==> config.mk <==
export PLATFORM = sky130hd
export DESIGN_NAME = ook_dir_ctrl
export DESIGN_NICKNAME = d
export VERILOG_FILES = /design/src/rtl/ook_dir_pkg.sv /design/src/rtl/ook_sync_chain.sv /design/src/rtl/ook_dwell_timer.sv /design/src/rtl/ook_tx_gate.sv /design/src/rtl/ook_dir_ctrl.sv
export SDC_FILE = /design/constraint.sdc
export NUM_CORES = 1
export LEC_CHECK = 0
export ABC_AREA = 1
export ABC_CLOCK_PERIOD_IN_PS = 1870
export CAP_MARGIN = 20
export CORE_AREA = 2 2 39 41
export CTS_CLUSTER_DIAMETER = 120
export CTS_CLUSTER_SIZE = 28
export DETAILED_ROUTE_END_ITERATION = 10
export DIE_AREA = 0 0 41 43
export GPL_TIMING_DRIVEN = 0
export PLACE_DENSITY = 0.66
export SYNTH_ARGS = -nofsm -noshare
export SYNTH_HDL_FRONTEND = slang
export SYNTH_HIERARCHICAL = 1
export SYNTH_SLANG_ARGS = --single-unit
==> constraint.sdc <==
create_clock -name clk -period 1.87 [get_ports clk]
set_input_delay 0.4675 -clock clk [delete_from_list [all_inputs] [get_ports clk]]
set_output_delay 0.4675 -clock clk [all_outputs]
set_load 0.01 [all_outputs]
==> src/rtl/ook_dir_pkg.sv <==
package ook_dir_pkg;

  // Bit positions matter: a host decodes this word.
  typedef struct packed {
    logic tx_active;  // bit 2
    logic rx_data;    // bit 1
    logic dir;        // bit 0
  } ook_stat_t;

  localparam int unsigned DEF_DWELL_BITS  = 16;
  localparam int unsigned DEF_SYNC_STAGES = 2;

endpackage

==> src/rtl/ook_sync_chain.sv <==
module ook_sync_chain #(
  parameter int unsigned STAGES = 2
) (
  input  logic clk,
  input  logic rst_n,
  input  logic d_i,
  output logic q_o
);

  logic [STAGES-1:0] chain_q;
  logic [STAGES-1:0] chain_d;

  generate
    if (STAGES == 1) begin : g_one
      always_comb chain_d = d_i;
    end else begin : g_many
      always_comb chain_d = {chain_q[STAGES-2:0], d_i};
    end
  endgenerate

  always_ff @(posedge clk or negedge rst_n) begin
    if (!rst_n) chain_q <= '0;
    else        chain_q <= chain_d;
  end

  assign q_o = chain_q[STAGES-1];

endmodule

==> src/rtl/ook_dwell_timer.sv <==
module ook_dwell_timer #(
  parameter int unsigned DWELL_BITS = 16
) (
  input  logic clk,
  input  logic rst_n,
  input  logic carrier_s_i,
  input  logic bit_tick_i,
  output logic dir_o
);

  localparam int unsigned CW = $clog2(DWELL_BITS + 1);
  localparam logic [CW-1:0] LAST = CW'(DWELL_BITS - 1);
  localparam logic [CW-1:0] FULL = CW'(DWELL_BITS);

  logic          prev_q, dir_q, dir_d;
  logic [CW-1:0] cnt_q, cnt_d;
  logic          edge_s, cnt_en, expire;

  assign edge_s = carrier_s_i ^ prev_q;
  assign cnt_en = dir_q & bit_tick_i & ~edge_s & (cnt_q != FULL);
  assign expire = cnt_en & (cnt_q == LAST) & ~carrier_s_i;

  always_comb begin
    dir_d = dir_q;
    cnt_d = cnt_q;
    if (!dir_q) begin
      cnt_d = '0;
      if (carrier_s_i) dir_d = 1'b1;
    end else if (edge_s) begin
      cnt_d = '0;
    end else if (expire) begin
      dir_d = 1'b0;
      cnt_d = '0;
    end else if (cnt_en) begin
      cnt_d = cnt_q + 1'b1;
    end
  end

  always_ff @(posedge clk or negedge rst_n) begin
    if (!rst_n) begin
      prev_q <= 1'b0;
      dir_q  <= 1'b0;
      cnt_q  <= '0;
    end else begin
      prev_q <= carrier_s_i;
      dir_q  <= dir_d;
      cnt_q  <= cnt_d;
    end
  end

  assign dir_o = dir_q;

  AST_ENTER_RX: assert property (@(posedge clk) disable iff (!rst_n)
    (!dir_q && carrier_s_i) |=> dir_q);
  AST_HOLD_ON_CARRIER: assert property (@(posedge clk) disable iff (!rst_n)
    (dir_q && carrier_s_i) |=> dir_q);
  AST_EDGE_RESTART: assert property (@(posedge clk) disable iff (!rst_n)
    (dir_q && edge_s) |=> (cnt_q == '0));
  AST_CNT_BOUND: assert property (@(posedge clk) disable iff (!rst_n)
    cnt_q <= FULL);

endmodule

==> src/rtl/ook_tx_gate.sv <==
module ook_tx_gate (
  input  logic clk,
  input  logic rst_n,
  input  logic tx_data_n_i,
  input  logic tx_reg_i,
  input  logic dir_i,
  output logic tx_active_o
);

  logic tx_req;

  assign tx_req      = tx_reg_i | ~tx_data_n_i;
  assign tx_active_o = tx_req & ~dir_i;

  AST_TX_BLOCKED: assert property (@(posedge clk) disable iff (!rst_n)
    dir_i |-> !tx_active_o);
  AST_TX_SOURCE: assert property (@(posedge clk) disable iff (!rst_n)
    tx_active_o |-> (tx_reg_i || !tx_data_n_i));

endmodule

==> src/rtl/ook_dir_ctrl.sv <==
module ook_dir_ctrl
  import ook_dir_pkg::*;
#(
  parameter int unsigned DWELL_BITS  = DEF_DWELL_BITS,
  parameter int unsigned SYNC_STAGES = DEF_SYNC_STAGES
) (
  input  logic       clk,
  input  logic       rst_n,
  input  logic       carrier_i,
  input  logic       bit_tick_i,
  input  logic       tx_data_n_i,
  input  logic       tx_reg_i,
  output logic       dir_o,
  output logic       rx_data_o,
  output logic       tx_active_o,
  output logic [2:0] status_o
);

  logic      carrier_s;
  logic      dir_w, tx_act_w, rxd_w;
  ook_stat_t stat;

  ook_sync_chain #(.STAGES(SYNC_STAGES)) u_sync (
    .clk   (clk),
    .rst_n (rst_n),
    .d_i   (carrier_i),
    .q_o   (carrier_s)
  );

  ook_dwell_timer #(.DWELL_BITS(DWELL_BITS)) u_dwell (
    .clk         (clk),
    .rst_n       (rst_n),
    .carrier_s_i (carrier_s),
    .bit_tick_i  (bit_tick_i),
    .dir_o       (dir_w)
  );

  ook_tx_gate u_txg (
    .clk         (clk),
    .rst_n       (rst_n),
    .tx_data_n_i (tx_data_n_i),
    .tx_reg_i    (tx_reg_i),
    .dir_i       (dir_w),
    .tx_active_o (tx_act_w)
  );

  assign rxd_w = ~(dir_w & carrier_s);

  always_comb begin
    stat.dir       = dir_w;
    stat.rx_data   = rxd_w;
    stat.tx_active = tx_act_w;
  end

  assign dir_o       = dir_w;
  assign rx_data_o   = rxd_w;
  assign tx_active_o = tx_act_w;
  assign status_o    = stat;

  AST_RX_IDLE_HIGH: assert property (@(posedge clk) disable iff (!rst_n)
    !dir_o |-> rx_data_o);
  AST_NO_TX_AND_RX: assert property (@(posedge clk) disable iff (!rst_n)
    !(tx_active_o && !rx_data_o));

endmodule

[After elaboration in Yosys (flattened, before gate mapping)]
Index checks and enable logic that the tools add are counted.
Cells by class
  muxes and demuxes: 8
  add/sub/neg operators: 1
  equal/unequal tests: 3
  bitwise logic cells: 14
Operators by type and width (count)
  two-way mux 5 bit: 4
  bitwise AND 1 bit: 7
  adder 5 x 1 -> 5 bit, second input constant: 1
  equality test 5 x 4 -> 1 bit, second input constant: 1
  inequality test 5 bit, second input constant: 1
  inverter 1 bit: 5
  two-way mux 1 bit: 4
  inequality test 4 bit, second input constant: 1
  OR 1 bit: 1
  bitwise XOR 1 bit: 1
Storage, ports and cells
  bits of input ports: 6
  register bits: 9

[Depth between registers and ports, before layout]
  depth after elaboration: 9
  depth in mapped cells: 10

[Cells and area by module]
The synthesis kept the hierarchy.
Modules (own cells, without submodules)
  ook_dwell_timer: area each 445.4 µm², times used 1, seq. area each 175.2 µm², cells each 57
  ook_sync_chain: area each 50.0 µm², times used 1, seq. area each 50.0 µm², cells each 2
  ook_dir_ctrl: area each 26.3 µm², times used 1, seq. area each 0.0 µm², cells each 4
  ook_tx_gate: area each 12.5 µm², times used 1, seq. area each 0.0 µm², cells each 2

[Worst setup path after synthesis]
OpenSTA, ideal clock, no wires.
  path kind: reg-to-reg
  start: reg u_dwell.cnt_q[0]
  end: reg u_dwell.cnt_q[0]
  setup slack: 561 ps
  arrival: 1188 ps
  setup time: 121 ps
  period minus slack after synthesis: 1309 ps
  stages on the path, launching flop included: 10
  data required time: 1749 ps
  buffers on the path: 0
  cells stage by stage: dfrtp_1 > ha_1 > nand2_1 > nor2_1 > ha_1 > inv_1 > nor2_1 > inv_1 > nand3_1 > o21ai_1
On the way
  word-level cells in the longest chain between the ends: 7
  elaborated cells between the ends (all ways): 11
  classes of those cells: add/sub (1); eq/ne (3); mux (4); bitwise (3)
RTL lines
  start, declared: line ook_dwell_timer.sv:16  | logic [CW-1:0] cnt_q, cnt_d;
  start signal, assigned: line ook_dwell_timer.sv:47  | cnt_q <= cnt_d;
  branches (longest 7 deep; another with adder 5 x 1 -> 5 bit)
Parallel ways; which one is timed is not known. The select of a mux whose other input is x is not followed.
A chain may end at the register's enable or synchronous reset.

[Final worst setup path]
  start: in tx_reg_i
  end: out tx_active_o
On the way
  word-level cells in the longest chain between the ends: 2
RTL lines
  start, declared: line ook_dir_ctrl.sv:12  | input logic tx_reg_i,
  OR 1 bit: line ook_tx_gate.sv:12  | assign tx_req = tx_reg_i | ~tx_data_n_i;
  bitwise AND 1 bit: line ook_tx_gate.sv:13  | assign tx_active_o = tx_req & ~dir_i;
  end, declared: line ook_dir_ctrl.sv:15  | output logic tx_active_o,
Every way passes these cells.

==> results.txt <==
The slowest stage of the critical path is the clkdlybuf4s50_1 cell. The largest family of logic cells by synthesized area is simple AND/OR/NAND/NOR gates. After detailed routing, the average wire length per cell comes to 10.14 microns. For this run, the register share of the synthesized area comes to 0.4215. The arrival time of the worst setup path came out at 1.34 ns. The initial antenna violation count came out at 0. The kind of capture point of the worst setup path is an output pin. In the layout the commonest cells are inv_1 (14), nand2_1 (12), clkdlybuf4s50_1 (8), dfrtp_1 (8), buf_4 (7). The final worst setup slack is 0.05764 ns.

STA puts the critical path data required time at 1.40 ns. The library cell used most frequently in the layout, excluding fill and tap cells, is inv_1. The leakage power is 0.3630 nW. Traced cell by cell, the critical path runs through clkdlybuf4s50_1 > inv_1 > a21oi_2 > clkdlybuf4s15_1.

The share of the clock period used by the worst path is 0.9692. VDD sags by at most 284.1 uV. The count of distinct cell types in the synthesized netlist came out at 16. Of the total power, combinational logic draws 0.143. The worst clock skew came out at 0.001138 ns.

The total vias in the final route is 466. The power density of the placed cells is 596.4 nW/um^2. The level count of the clock H-tree is 1. The buffer levels on the longest clock path came out at 2. Clock-pin slew was measured on the worst setup and hold paths at 0.06 ns. Sorting the synthesized cells by area gives the leading types as dfrtp_1 (42%), inv_1 (9.8%), nand2_1 (8.4%), ha_1 (7.0%), nand3_1 (4.7%). Compared with the post-synthesis result, the final layout area differs by 33.72%. The number of standard cells after synthesis is 65. The global placer's final weighted congestion came out at 0.7372. The number of clock sinks seen by CTS is 9. For this block, the routed nets add up to 1.004 mm of wire. The min-delay analysis places its worst path in the category register to register.

The Yosys step of the flow raised 6 warnings. The via count of the first global-routing pass came to 392. The post-route total power is 426.1 uW. The count of antenna diodes in the layout came out at 0. In this run the clock root is driven by a clkbuf_4. The shortest period the worst path allows came out at 1.812 ns. The worst setup path is launched from an input pin. TritonCTS built the clock tree. The core region is 1384 sq um. In this run the worst path has a maximum fanout of 2. The post-synth design cell area is 534.3 sq um. The number of endpoints failing setup at the final stage is 0. The first global-routing pass estimated 1.566 mm of wire. The number of placed I/O pins is 12. The worst setup path is of the input pin to output pin kind. The die is 41 microns wide. The sequential power share is 0.499. The share of total power dissipated in the clock network is 0.358. On the final layout, the worst hold slack is 0.3491 ns.

The total global routing track utilization is 0.1375. The count of nets after finishing is 93. Once layout is complete, the utilization of the core stands at 0.5163. After global routing the overflow that remains totals 0. The number of failing hold endpoints at the final stage is 0. The adder-cell share of the synthesized area came out at 0.07026. The internal power of the cells totals 315.5 uW. The number of buffers created by CTS came out at 3. Counting every net in the synthesized netlist gives 74. In this run the tightest slew margin relative to its limit is 0.7293. The max-capacitance violation count is 0. For this design the total switching power over the nets is 110.6 uW. The fraction of power spent switching nets is 0.2597.

The row count is 14. The cell type contributing the most total cell area after synthesis is dfrtp_1. The total iterations of the first detailed-routing run came out at 5. The fraction of final layout cells sized beyond drive strength 1 came out at 0.2169.

The number of max-slew violations in the final report is 0. In this run the tool buffered the top-level ports with 11 buffer cells. The run finished with clean final reports. Setup repair after global routing left no endpoint under its margin. The source-to-sink clock delay at the later pin of the worst-skew pair is 0.26 ns. The area fraction in compound gates after synthesis was 0.06323.

The delay of the slowest cell on the worst path is 0.45 ns. The ratio of routed vias to standard cells is 4.707. The pin slew with the least headroom to its limit came out at 0.4048 ns.

Detailed placement finished with a half-perimeter wire length of 730.4 microns. The worst setup slack after placement came out at -0.3319 ns. The die covers 1763 sq um. Measured against the total synthesized area, the mux share comes to 0.

The post-synthesis simple-gate area fraction came out at 0.3044. The floorplan step set the die height to 43 microns. The share of synthesized area in the top cell type comes to 0.4215. The average cell area after synthesis came out at 8.219 sq um.

The filler cells instantiated in the layout total 150. The violation count after the first detailed-route iteration is 14. For this design, the CTS-stage hold fixing added 0 buffers. The pin count of the biggest net entering global routing came out at 10.

The remaining antenna violation count after routing came out at 0. The register bit total from synthesis came out at 9. Of the total synthesized cell area, the portion taken by XOR and XNOR cells is 0. The initial utilization of the core area, before any placement, comes to 0.3861.

Static timing analysis puts the maximum clock frequency at 551.8 MHz. The number of design rule violations left after detail routing came out at 0.
## layout make-up
| cell class | instances | area [sq um] | area share |
|---|---|---|---|
| plain buffers | 3 | 22.52 | 0.03152 |
| clock buffers | 4 | 26.28 | 0.03678 |
| inverters | 14 | 52.55 | 0.07356 |
| multi-input cells | 39 | 234.0 | 0.3275 |
| flip-flops and latches | 9 | 226.5 | 0.3170 |
| well taps | 16 | 20.02 | 0.02802 |
| repair buffers | 14 | 132.6 | 0.1856 |
## cell usage after synthesis (all sizes together)
cell type  instances
inv               14
o21ai              4
nand3b             2
nand3              6
nand2             15
ha                 3
nor2               6
nand4              1
dfrtp              9
a21oi              2
buf                3
## timing repair
| action | in CTS | in global routing |
|---|---|---|
| endpoints found under the hold margin | 0 | 0 |
| pin swaps | 0 | 0 |
| setup buffers | 3 | 0 |
| gates resized for setup | 4 | 2 |
| endpoints found under the setup margin | 4 | 2 |
## final timing paths
path                                    from  depth (start not counted)           endpoint  slack (ns)
setup reg to reg            u_dwell/cnt_q[1]                          9   u_dwell/cnt_q[0]        0.39
hold reg to reg            u_sync/chain_q[0]                          0  u_sync/chain_q[1]        0.35
max in group asynchronous              rst_n                          1      u_dwell/dir_o        1.06
hold / removal             u_sync/chain_q[0]                          0  u_sync/chain_q[1]        0.35
setup / recovery                    tx_reg_i                          4        tx_active_o        0.06
min in group asynchronous              rst_n                          1     u_dwell/prev_q        0.50
## critical path, delay by kind of cell
family,cells,cell delay (ns)
buffers and inverters,3,0.75
AO/OA/AOI/OAI,1,0.13
## layer usage
metal  share of wire  track usage
met3           0.033      0.01571
met2            0.50       0.2000
met1            0.45       0.1678
met4           0.013       0.1200
met5               0            0
## cell families (layout without fill, tap and decap cells)
| kind of cell | after synthesis | in the layout |
|---|---|---|
| and+or+nand+nor | 30 | 30 |
| buffers and inverters | 17 | 35 |
| DFF | 9 | 9 |
| AOI/OAI and AO/OA | 6 | 6 |
| adders and majority gates | 3 | 3 |
## power groups by stage
stage	sequential, mW	clock (mW)	combinational (mW)
finish	0.213	0.152	0.0610
global route	0.214	0.172	0.0680
CTS	0.212	0.158	0.0618
detailed placement	0.217	0	0.0588
global placement	0.217	0	0.0579
floorplan	0.215	0	0.0345
## flip-flops by register name, summed over array words and instances (netlist names)
register        flops
u_sync/chain_q      2
u_dwell/dir_o       1
u_dwell/prev_q      1
u_dwell/cnt_q       5
## through the flow
step	area [sq um]	TNS (ns)	std cells
6_report	714.4	0	99
5_1_grt	714.4	0	99
4_1_cts	710.7	0	99
3_5_place_dp	664.4	-0.5837	92
3_3_place_gp	664.4	-0.5255	92
2_1_floorplan	534.3	0	65
Note: power is estimated with default switching activity, not from simulation.
